$ cat config.mk
export PLATFORM = sky130hd
export DESIGN_NAME = vifc_top
export DESIGN_NICKNAME = d
export VERILOG_FILES = /design/src/rtl/vifc_pkg.sv /design/src/rtl/vifc_ins_dec.sv /design/src/rtl/vifc_irq_gate.sv /design/src/rtl/vifc_flag_merge.sv /design/src/rtl/vifc_top.sv
export SDC_FILE = /design/constraint.sdc
export NUM_CORES = 1
export LEC_CHECK = 0
export ABC_CLOCK_PERIOD_IN_PS = 1650
export BUFFER_PORTS_ARGS = -buffer_cell sky130_fd_sc_hd__buf_2
export CORE_ASPECT_RATIO = 0.8
export CORE_UTILIZATION = 29
export DETAILED_ROUTE_END_ITERATION = 8
export PLACE_DENSITY = 0.8
export SYNTH_ARGS = -nofsm -noshare
export SYNTH_HDL_FRONTEND = slang
export SYNTH_HIERARCHICAL = 1
export SYNTH_SLANG_ARGS = --single-unit
$ cat constraint.sdc
create_clock -name clk -period 1.65 [get_ports clk]
set_clock_uncertainty 0.1 [all_clocks]
set_input_delay 0.0825 -clock clk [delete_from_list [all_inputs] [get_ports clk]]
set_output_delay 0.0825 -clock clk [all_outputs]
set_load 0.05 [all_outputs]
$ cat src/rtl/vifc_pkg.sv
package vifc_pkg;
    parameter int FLAG_W     = 32;
    parameter int IF_POS     = 9;
    parameter int VIF_POS    = 19;
    parameter int VIP_POS    = 20;
    parameter int VEC_W      = 8;
    parameter int PL_W       = 2;
    parameter int MASK_FIRST = 32;

    typedef struct packed {
        logic if_f;
        logic vif;
        logic vip;
        logic fault;
        logic take;
    } vifc_state_t;

    typedef struct packed {
        logic virt;
        logic fault;
        logic upd_if;
        logic if_val;
        logic upd_vif;
        logic vif_val;
    } vifc_act_t;
endpackage

$ cat src/rtl/vifc_ins_dec.sv
module vifc_ins_dec
    import vifc_pkg::*;
#(
    parameter int P_W = PL_W
) (
    input  logic           ins_vld,
    input  logic           ins_sti,
    input  logic [P_W-1:0] cpl,
    input  logic [P_W-1:0] iopl,
    input  logic           pvi_en,
    input  logic           vip_cur,
    output vifc_act_t      act
);
    localparam logic [P_W-1:0] USER_PL = {P_W{1'b1}};

    always_comb begin
        act         = '0;
        act.virt    = pvi_en && (cpl == USER_PL) && (iopl != USER_PL);
        if (ins_vld) begin
            if (act.virt) begin
                if (ins_sti && vip_cur) begin
                    act.fault = 1'b1;
                end else begin
                    act.upd_vif = 1'b1;
                    act.vif_val = ins_sti;
                end
            end else if (cpl > iopl) begin
                act.fault = 1'b1;
            end else begin
                act.upd_if = 1'b1;
                act.if_val = ins_sti;
            end
        end
    end
endmodule

$ cat src/rtl/vifc_irq_gate.sv
module vifc_irq_gate
    import vifc_pkg::*;
#(
    parameter int V_W   = VEC_W,
    parameter int FIRST = MASK_FIRST
) (
    input  logic           int_vld,
    input  logic [V_W-1:0] int_vec,
    input  logic           virt,
    input  logic           if_cur,
    input  logic           vif_cur,
    output logic           take,
    output logic           set_pend
);
    localparam logic [V_W-1:0] FIRST_V = V_W'(FIRST);

    logic maskable;

    always_comb begin
        maskable = int_vec >= FIRST_V;
        take     = 1'b0;
        set_pend = 1'b0;
        if (int_vld) begin
            if (!maskable) begin
                take = 1'b1;
            end else if (virt) begin
                take     = vif_cur;
                set_pend = !vif_cur;
            end else begin
                take = if_cur;
            end
        end
    end
endmodule

$ cat src/rtl/vifc_flag_merge.sv
module vifc_flag_merge
    import vifc_pkg::*;
#(
    parameter int W  = FLAG_W,
    parameter int PI = IF_POS,
    parameter int PV = VIF_POS,
    parameter int PP = VIP_POS
) (
    input  logic [W-1:0] img_i,
    input  logic         if_f,
    input  logic         vif,
    input  logic         vip,
    output logic [W-1:0] img_o
);
    for (genvar b = 0; b < W; b++) begin : g_bit
        if (b == PI) begin : g_if
            assign img_o[b] = if_f;
        end else if (b == PV) begin : g_vif
            assign img_o[b] = vif;
        end else if (b == PP) begin : g_vip
            assign img_o[b] = vip;
        end else begin : g_pass
            assign img_o[b] = img_i[b];
        end
    end
endmodule

$ cat src/rtl/vifc_top.sv
module vifc_top
    import vifc_pkg::*;
#(
    parameter int W   = FLAG_W,
    parameter int V_W = VEC_W,
    parameter int P_W = PL_W
) (
    input  logic           clk,
    input  logic           rst_n,
    input  logic           ins_vld,
    input  logic           ins_sti,
    input  logic [P_W-1:0] cpl,
    input  logic [P_W-1:0] iopl,
    input  logic           pvi_en,
    input  logic           wr_en,
    input  logic           wr_vif,
    input  logic           wr_vip,
    input  logic           int_vld,
    input  logic [V_W-1:0] int_vec,
    input  logic [W-1:0]   eflags_i,
    output logic [W-1:0]   eflags_o,
    output logic           gp_fault_o,
    output logic           irq_take_o
);
    localparam logic [P_W-1:0] USER_PL = {P_W{1'b1}};
    localparam logic [V_W-1:0] FIRST_V = V_W'(MASK_FIRST);

    vifc_state_t st_d, st_q;
    vifc_act_t   act;
    logic        take, set_pend;

    vifc_ins_dec #(.P_W(P_W)) u_dec (
        .ins_vld (ins_vld),
        .ins_sti (ins_sti),
        .cpl     (cpl),
        .iopl    (iopl),
        .pvi_en  (pvi_en),
        .vip_cur (st_q.vip),
        .act     (act)
    );

    vifc_irq_gate #(.V_W(V_W), .FIRST(MASK_FIRST)) u_gate (
        .int_vld  (int_vld),
        .int_vec  (int_vec),
        .virt     (act.virt),
        .if_cur   (st_q.if_f),
        .vif_cur  (st_q.vif),
        .take     (take),
        .set_pend (set_pend)
    );

    always_comb begin
        st_d       = st_q;
        st_d.fault = act.fault;
        st_d.take  = take;
        if (act.upd_if) begin
            st_d.if_f = act.if_val;
        end
        if (act.upd_vif) begin
            st_d.vif = act.vif_val;
        end
        if (set_pend) begin
            st_d.vip = 1'b1;
        end
        if (wr_en) begin
            st_d.vif = wr_vif;
            st_d.vip = wr_vip;
        end
    end

    always_ff @(posedge clk) begin
        if (!rst_n) begin
            st_q <= '0;
        end else begin
            st_q <= st_d;
        end
    end

    vifc_flag_merge #(.W(W), .PI(IF_POS), .PV(VIF_POS), .PP(VIP_POS)) u_merge (
        .img_i (eflags_i),
        .if_f  (st_q.if_f),
        .vif   (st_q.vif),
        .vip   (st_q.vip),
        .img_o (eflags_o)
    );

    assign gp_fault_o = st_q.fault;
    assign irq_take_o = st_q.take;

    AST_FAULT_NEEDS_STROBE: assert property (@(posedge clk) disable iff (!rst_n)
        gp_fault_o |-> $past(ins_vld));
    AST_FAULT_KEEPS_IF: assert property (@(posedge clk) disable iff (!rst_n)
        gp_fault_o |-> (eflags_o[IF_POS] == $past(eflags_o[IF_POS])));
    AST_FAULT_KEEPS_VIF: assert property (@(posedge clk) disable iff (!rst_n)
        (gp_fault_o && !$past(wr_en)) |-> (eflags_o[VIF_POS] == $past(eflags_o[VIF_POS])));
    AST_VIRT_IF_HOLD: assert property (@(posedge clk) disable iff (!rst_n)
        (ins_vld && pvi_en && cpl == USER_PL && iopl != USER_PL) |=> $stable(st_q.if_f));
    AST_EXC_TAKEN: assert property (@(posedge clk) disable iff (!rst_n)
        (int_vld && int_vec < FIRST_V) |=> irq_take_o);
    AST_LOW_CPL_NO_PEND: assert property (@(posedge clk) disable iff (!rst_n)
        (cpl != USER_PL && !wr_en && !st_q.vip) |=> !st_q.vip);
    AST_WRITE_LOADS: assert property (@(posedge clk) disable iff (!rst_n)
        wr_en |=> (st_q.vif == $past(wr_vif) && st_q.vip == $past(wr_vip)));
endmodule

# After elaboration in Yosys (flattened, before gate mapping)
# Cells that the tools add are included.
totals:
  output_inout_bits: 34
  regBits: 5
op_classes:
  n_reduce_logical: 8
  order_cmp: 2
  eq_ne: 2
  muxes: 16
op_table:
  columns: ["operator", "n"]
  rows:
  - ["two-way mux 1 bit", 10]
  - ["two-way mux 2 bit", 5]
  - ["greater-or-equal comparator 8 x 6 -> 1 bit, second input constant", 1]
  - ["two-way mux 4 bit", 1]
  - ["AND reduction 2 bit", 2]
  - ["nonzero test 2 bit", 2]
  - ["logical AND 1 bit", 3]
  - ["== test 2 bit, second input constant", 1]
  - ["> comparator 2 bit", 1]
  - ["!= test 2 bit, second input constant", 1]
  - ["zero test 1 bit", 1]

# Depth between registers and ports, before layout
# Gate-level depths: netlist (run 1).
logic_depth:
  ltp_word: 8
  ltp_mapped: 7
  mapped_depth_nobuf: 7

# Cells and area by module
# Netlist (run 1), hierarchy kept.
by_module_without_submodules:
  columns: ["mod", "instances", "area_each_um2", "seq_area_each_um2", "cells_each"]
  rows:
  - ["vifc_flag_merge", 1, 240.2, 0.0, 32]
  - ["vifc_top", 1, 172.7, 100.1, 14]
  - ["vifc_ins_dec", 1, 128.9, 0.0, 19]
  - ["vifc_irq_gate", 1, 36.3, 0.0, 5]

# Least setup slack after synthesis (run 1)
# Ideal clock, no wire load.
synth_timing:
  path_type: "in2reg"
  start: "input iopl[1]"
  end: "register st_q[4] (netlist bit)"
  arrival_ns: 1.091
  setup_ns: 0.116
  slack_ns: 0.343
  n_path_buf: 0
  t_required_ns: 1.434
  path_stages: 7
  path_cell_list: "inv_1 > ha_1 > nor2b_1 > o21a_1 > nor3b_2 > mux2i_1 > nor2b_1"
synth_lines:
  columns: ["element", "line", "rtl"]
  rows:
  - ["start: declaration", "vifc_top.sv:13", "input logic [P_W-1:0] iopl,"]
  - ["end signal: assignment", "vifc_top.sv:75", "st_q <= st_d;"]
  - ["end: declaration", "vifc_top.sv:28", "vifc_state_t st_d, st_q;"]

==> out/metrics.cfg, run 1 <==
[power_and_ir_drop]
p_sw_mw=0.104
total_power_mw=0.364
switching_share_pct=28.5
p_leak_nw=0.266
seqPwrFrac_pct=36.3
comb_power_share_pct=26.2
p_per_area_mw_per_mm2=723
ir_drop_v=0.000262
internal-power_mw=0.260
clockPowerShare_pct=37.4

[floorplanning]
pin_count=87
die_x_um=51.9
die_h_um=41.9
start_util_pct=30.8
core_area_mm2=0.00187
rows=14
die_area_mm2=0.00218

[clocking]
holdBufCountCts=1
cts_resized=0
postCtsSetupRepairBufs=0
cts_tree=yes
root_buffer=clkbuf_4
clock-sinks=5
clk_pin_slew_ps=40
htree_num_levels=1
cts_buffers=3
cts_buffer_depth=2
clkLatencyLatePin_ps=230

[yosys]
seq_area_frac_synth_pct=17.3
synth_compound_area_share_pct=7.36
synth_area_leaders=buf_4, dfxtp_1, ha_1
synth_top_family_by_area=buffers and inverters
synth.area.mux_share_pct=8.01
synth_fa_ha_area_share_pct=4.33
synth.distinct_cells=21
synth_largest_area_cell=buf_4
synth_warnings=6
synth_nets=125
netlist.area_leader.share_pct=41.6
syn_area_um2=578
synthCells=70
avgSynthCellArea_um2=8.26
synthSimpleGateAreaFrac_pct=19.5
synth_xor_area_share_pct=0
ys_ff_latch=5

[sta]
max-slew-margin-rel_pct=83.3
whs_ps=41.4
fin_crit_ps=1350
setup_viol=0
fin_crit_sh_pct=81.6
tns_ps=0
rsz0062_at_grt=false
tightest_slew_ps=252
drv_slew=0
finalHoldViolCount=0
max_clock_freq_ghz=0.743

[placed_design]
port_buffers=20
dp_hpwl_um=732
place_congestion=0.690
place_inst=82

[routing]
drc=0
drt-initial-drc-count=6
drt-total-wl_um=851
vias=369
dr.pass1.iters=4
routedWlPerCell_um=9.78
viasPerCell=4.24
final_antenna_net_count=0

[final_layout]
fin_util_pct=26.9
final_cell_mix=buf_2, dfxtp_1, nand2_1
fin_nets=119
fillers=197
area_growth_pct=-12.8
antenna-diode-count=0
final_common_cell=buf_2
drive_gt1_share_pct=42.9
finalNonFillerCells=87

[critical_path]
crit_type=reg -> reg
end_kind=flip-flop
worstPathArrival_ps=1370
worst_setup_path_start_kind=flip-flop
critical_path_required_ps=1680
cp_max_fo=5

[global_route]
grt_pass1_wl_um=1280
grt.total_usage_pct=8.03
grt_pass1_vias=321
overflow=0
antenna_found_initial=0
grt_max_degree=6

[worst_hold_path]
hold_class=in -> reg

[job]
maxCapViolCount=0

[status]
status=complete, no violations

power by group through the flow:
| stage | clock network [mW] | logic, mW | registers [mW] |
|---|---|---|---|
| after floorplan | 0 | 0.248 | 0.141 |
| after global placement | 0 | 0.0917 | 0.134 |
| after detailed placement | 0 | 0.0944 | 0.135 |
| after CTS | 0.145 | 0.0964 | 0.133 |
| after global routing | 0.151 | 0.103 | 0.133 |
| final | 0.136 | 0.0956 | 0.132 |
worst max-delay path, stage by stage, from the launching register on:
cell and delay (ps):
dfxtp_1 390, nand2_1 70, and3_1 180, mux2_1 300, o211a_1 200
per-layer routing:
| metal | up-vias | share of wire [%] | wire length (um) | track usage, % |
|---|---|---|---|---|
| li1 | 185 | - | - | - |
| met1 | 156 | 41 | 346 | 8.46 |
| met2 | 20 | 43 | 368 | 11.5 |
| met3 | 8 | 14 | 118 | 5.13 |
| met4 | 0 | 2.0 | 17 | 5.41 |
| met5 | - | 0 | 0 | 0 |
registers in the layout, summed over array words and instances, names as in the netlist:
register,cells
gp_fault_o,1
irq_take_o,1
st_q,3
worst paths after layout:
| path | slack, ps | from | cells after the start | endpoint |
|---|---|---|---|---|
| hold reg to reg | 450 | st_q[4] | 2 | st_q[4] |
| setup / recovery | 300 | st_q[2] | 4 | st_q[3] |
| hold / removal | 40 | wr_en | 2 | st_q[3] |
| setup reg to reg | 300 | st_q[2] | 4 | st_q[3] |
synth_stat cells, drive strengths merged:
library cell / n
nor2b: 2
nor3b: 1
mux2: 2
o21a: 2
dfxtp: 5
buf: 32
o311a: 1
nor3: 4
mux2i: 2
o211ai: 1
nand2: 5
nand3: 1
inv: 3
and2: 2
and3: 1
o211a: 1
nand2b: 2
ha: 2
nand4: 1
cell type report:
class                           instances  area (um^2)  area share (%)
Sequential cell                         5          100            19.9
Inverter                                3         11.3            2.23
Clock buffer                            4         26.3            5.21
Multi-Input combinational cell         30          226            44.9
Tap cell                               24         30.0            5.96
Timing Repair Buffer                   21          110            21.8
kinds of logic after synthesis:
logic type | after synthesis
DFF | 5
muxes | 4
AOI/OAI and AO/OA | 5
buffers and inverters | 35
and+or+nand+nor | 19
adders and majority gates | 2
metrics by stage:
stage / area [um^2] / setup WS (ps)
after global placement: 468 / 192
final: 504 / 304
after detailed placement: 468 / 151
after CTS: 504 / 285
after global routing: 504 / 219
after floorplan: 578 / 343
No activity file was read; power rests on OpenSTA's default activity.
==> run 2, diff against run 1 <==
--- a/config.mk
+++ b/config.mk
@@ -5,7 +5,7 @@
 export SDC_FILE = /design/constraint.sdc
 export NUM_CORES = 1
 export LEC_CHECK = 0
-export ABC_CLOCK_PERIOD_IN_PS = 1650
+export ABC_CLOCK_PERIOD_IN_PS = 1300
 export BUFFER_PORTS_ARGS = -buffer_cell sky130_fd_sc_hd__buf_2
 export CORE_ASPECT_RATIO = 0.8
 export CORE_UTILIZATION = 29
==> constraint.sdc (replaced) <==
create_clock -name clk -period 1.3 [get_ports clk]
set_clock_uncertainty 0.1 [all_clocks]
set_input_delay 0.065 -clock clk [delete_from_list [all_inputs] [get_ports clk]]
set_output_delay 0.065 -clock clk [all_outputs]
set_load 0.05 [all_outputs]
==> out/metrics.cfg, run 2 (same netlist as run 1, synthesis figures left out) <==
[status]
status=complete, no violations

[critical_path]
reg2reg_depth=4
crit_family=flip-flops
crit_type=reg -> reg
crit_cells=4
slowest_delay_ps=320
worst_setup_path_start_kind=flip-flop
worstPathArrival_ps=1280
end_kind=flip-flop
critical_path_required_ps=1330
crit_slowest_cell=dfxtp_2
cp_max_fo=2
crit_path_start=st_q[2]
path_buf_inv=0
crit_chain=nand2_1, and3_1, mux2_4, o211a_1
r2r_start=st_q[2]

[sta]
max-slew-margin-rel_pct=83.3
tns_ps=0
finalHoldViolCount=0
whs_ps=10.8
max_clock_freq_ghz=0.805
tightest_slew_ps=248
layout_setup_ws_ps=57.1
fin_crit_sh_pct=95.6
rsz0062_at_grt=false
fin_crit_ps=1240
drv_slew=0
setup_viol=0

[global_route]
overflow=0
grt_max_degree=6
grt_pass1_vias=385
antenna_found_initial=0
grt_pass1_wl_um=1410
grt.total_usage_pct=9.00

[final_layout]
fin_nets=122
drive_gt1_share_pct=48.5
antenna-diode-count=0
final_common_cell=buf_2
fillers=195
final-seq-area_um2=101
largest_register_ffs=3
final_area_um2=532
final_cell_mix=buf_2, nand2_1, dfxtp_1, nor3_1
multiInputGateArea_um2=230
area_growth_pct=-8.01
largest-register=st_q

[power_and_ir_drop]
total_power_mw=0.478
p_per_area_mw_per_mm2=899
ir_drop_v=0.000447
p_leak_nw=0.283

[placed_design]
port_buffers=20
dp_hpwl_um=820
pre_cts_ws_ps=-180
place_congestion=0.703
placed_area_um2=490

[clocking]
root_buffer=clkbuf_4
clk_pin_slew_ps=40
clkLatencyLatePin_ps=240
cts_buffer_depth=2
htree_num_levels=1
cts_buffers=3
cts_tree=yes
clock-sinks=5

[floorplanning]
rows=14
die_h_um=41.9
die_area_mm2=0.00218
start_util_pct=30.8
die_x_um=51.9
core_area_mm2=0.00187
pin_count=87

[routing]
drt-total-wl_um=954
dr.pass1.iters=4
drc=0
drt-initial-drc-count=4
viasPerCell=4.32
vias=389
routedWlPerCell_um=10.6
final_antenna_net_count=0

[worst_hold_path]
worstHoldStart=wr_en
hold_depth=2
hold_class=in -> reg

[job]
maxCapViolCount=0

[run 2: changes by cell type in the layout (fill, tap and decap cells not counted), sizes merged]
cell and change:
buf +3
[run 2: path summary, 6_finish.rpt]
kind | slack (ps) | endpoint
min reg2reg | 450 | st_q[4]
min | 10 | st_q[3]
max reg2reg | 60 | st_q[3]
max | 60 | st_q[3]
[run 2: layer usage]
layer,GRT usage [%],part of all wire (%),vias up
li1,-,-,192
met1,8.24,39,170
met2,14.4,48,19
met3,5.13,12,8
met4,7.03,1.8,0
met5,0,0,-
[run 2: repair_timing]
action | in CTS | in global routing
endpoints found under the setup margin | 0 | 1
gates resized for setup | 0 | 2
hold buffers | 1 | 0
hold endpoints to repair | 3 | 0
buffers inserted | 0 | 0
[run 2: power breakdown]
group          switching (mW)  internal [mW]  total, mW
logic                  0.0739         0.0599      0.134
clock network          0.0616          0.116      0.178
registers             0.00405          0.162      0.167
[run 2: cell type report]
cell class / instances / area share (%)
Clock buffer: 4 / 4.94
Inverter: 3 / 2.12
Multi-Input combinational cell: 30 / 43.3
Sequential cell: 5 / 19.1
Tap cell: 24 / 5.65
Timing Repair Buffer: 24 / 24.9
[run 2: through the flow]
| stage | utilization (%) | instances |
|---|---|---|
| CTS | 28.1 | 90 |
| global route | 28.4 | 90 |
| floorplan | - | 70 |
| global placement | 26.2 | 85 |
| finish | 28.4 | 90 |
| detailed placement | 26.2 | 85 |
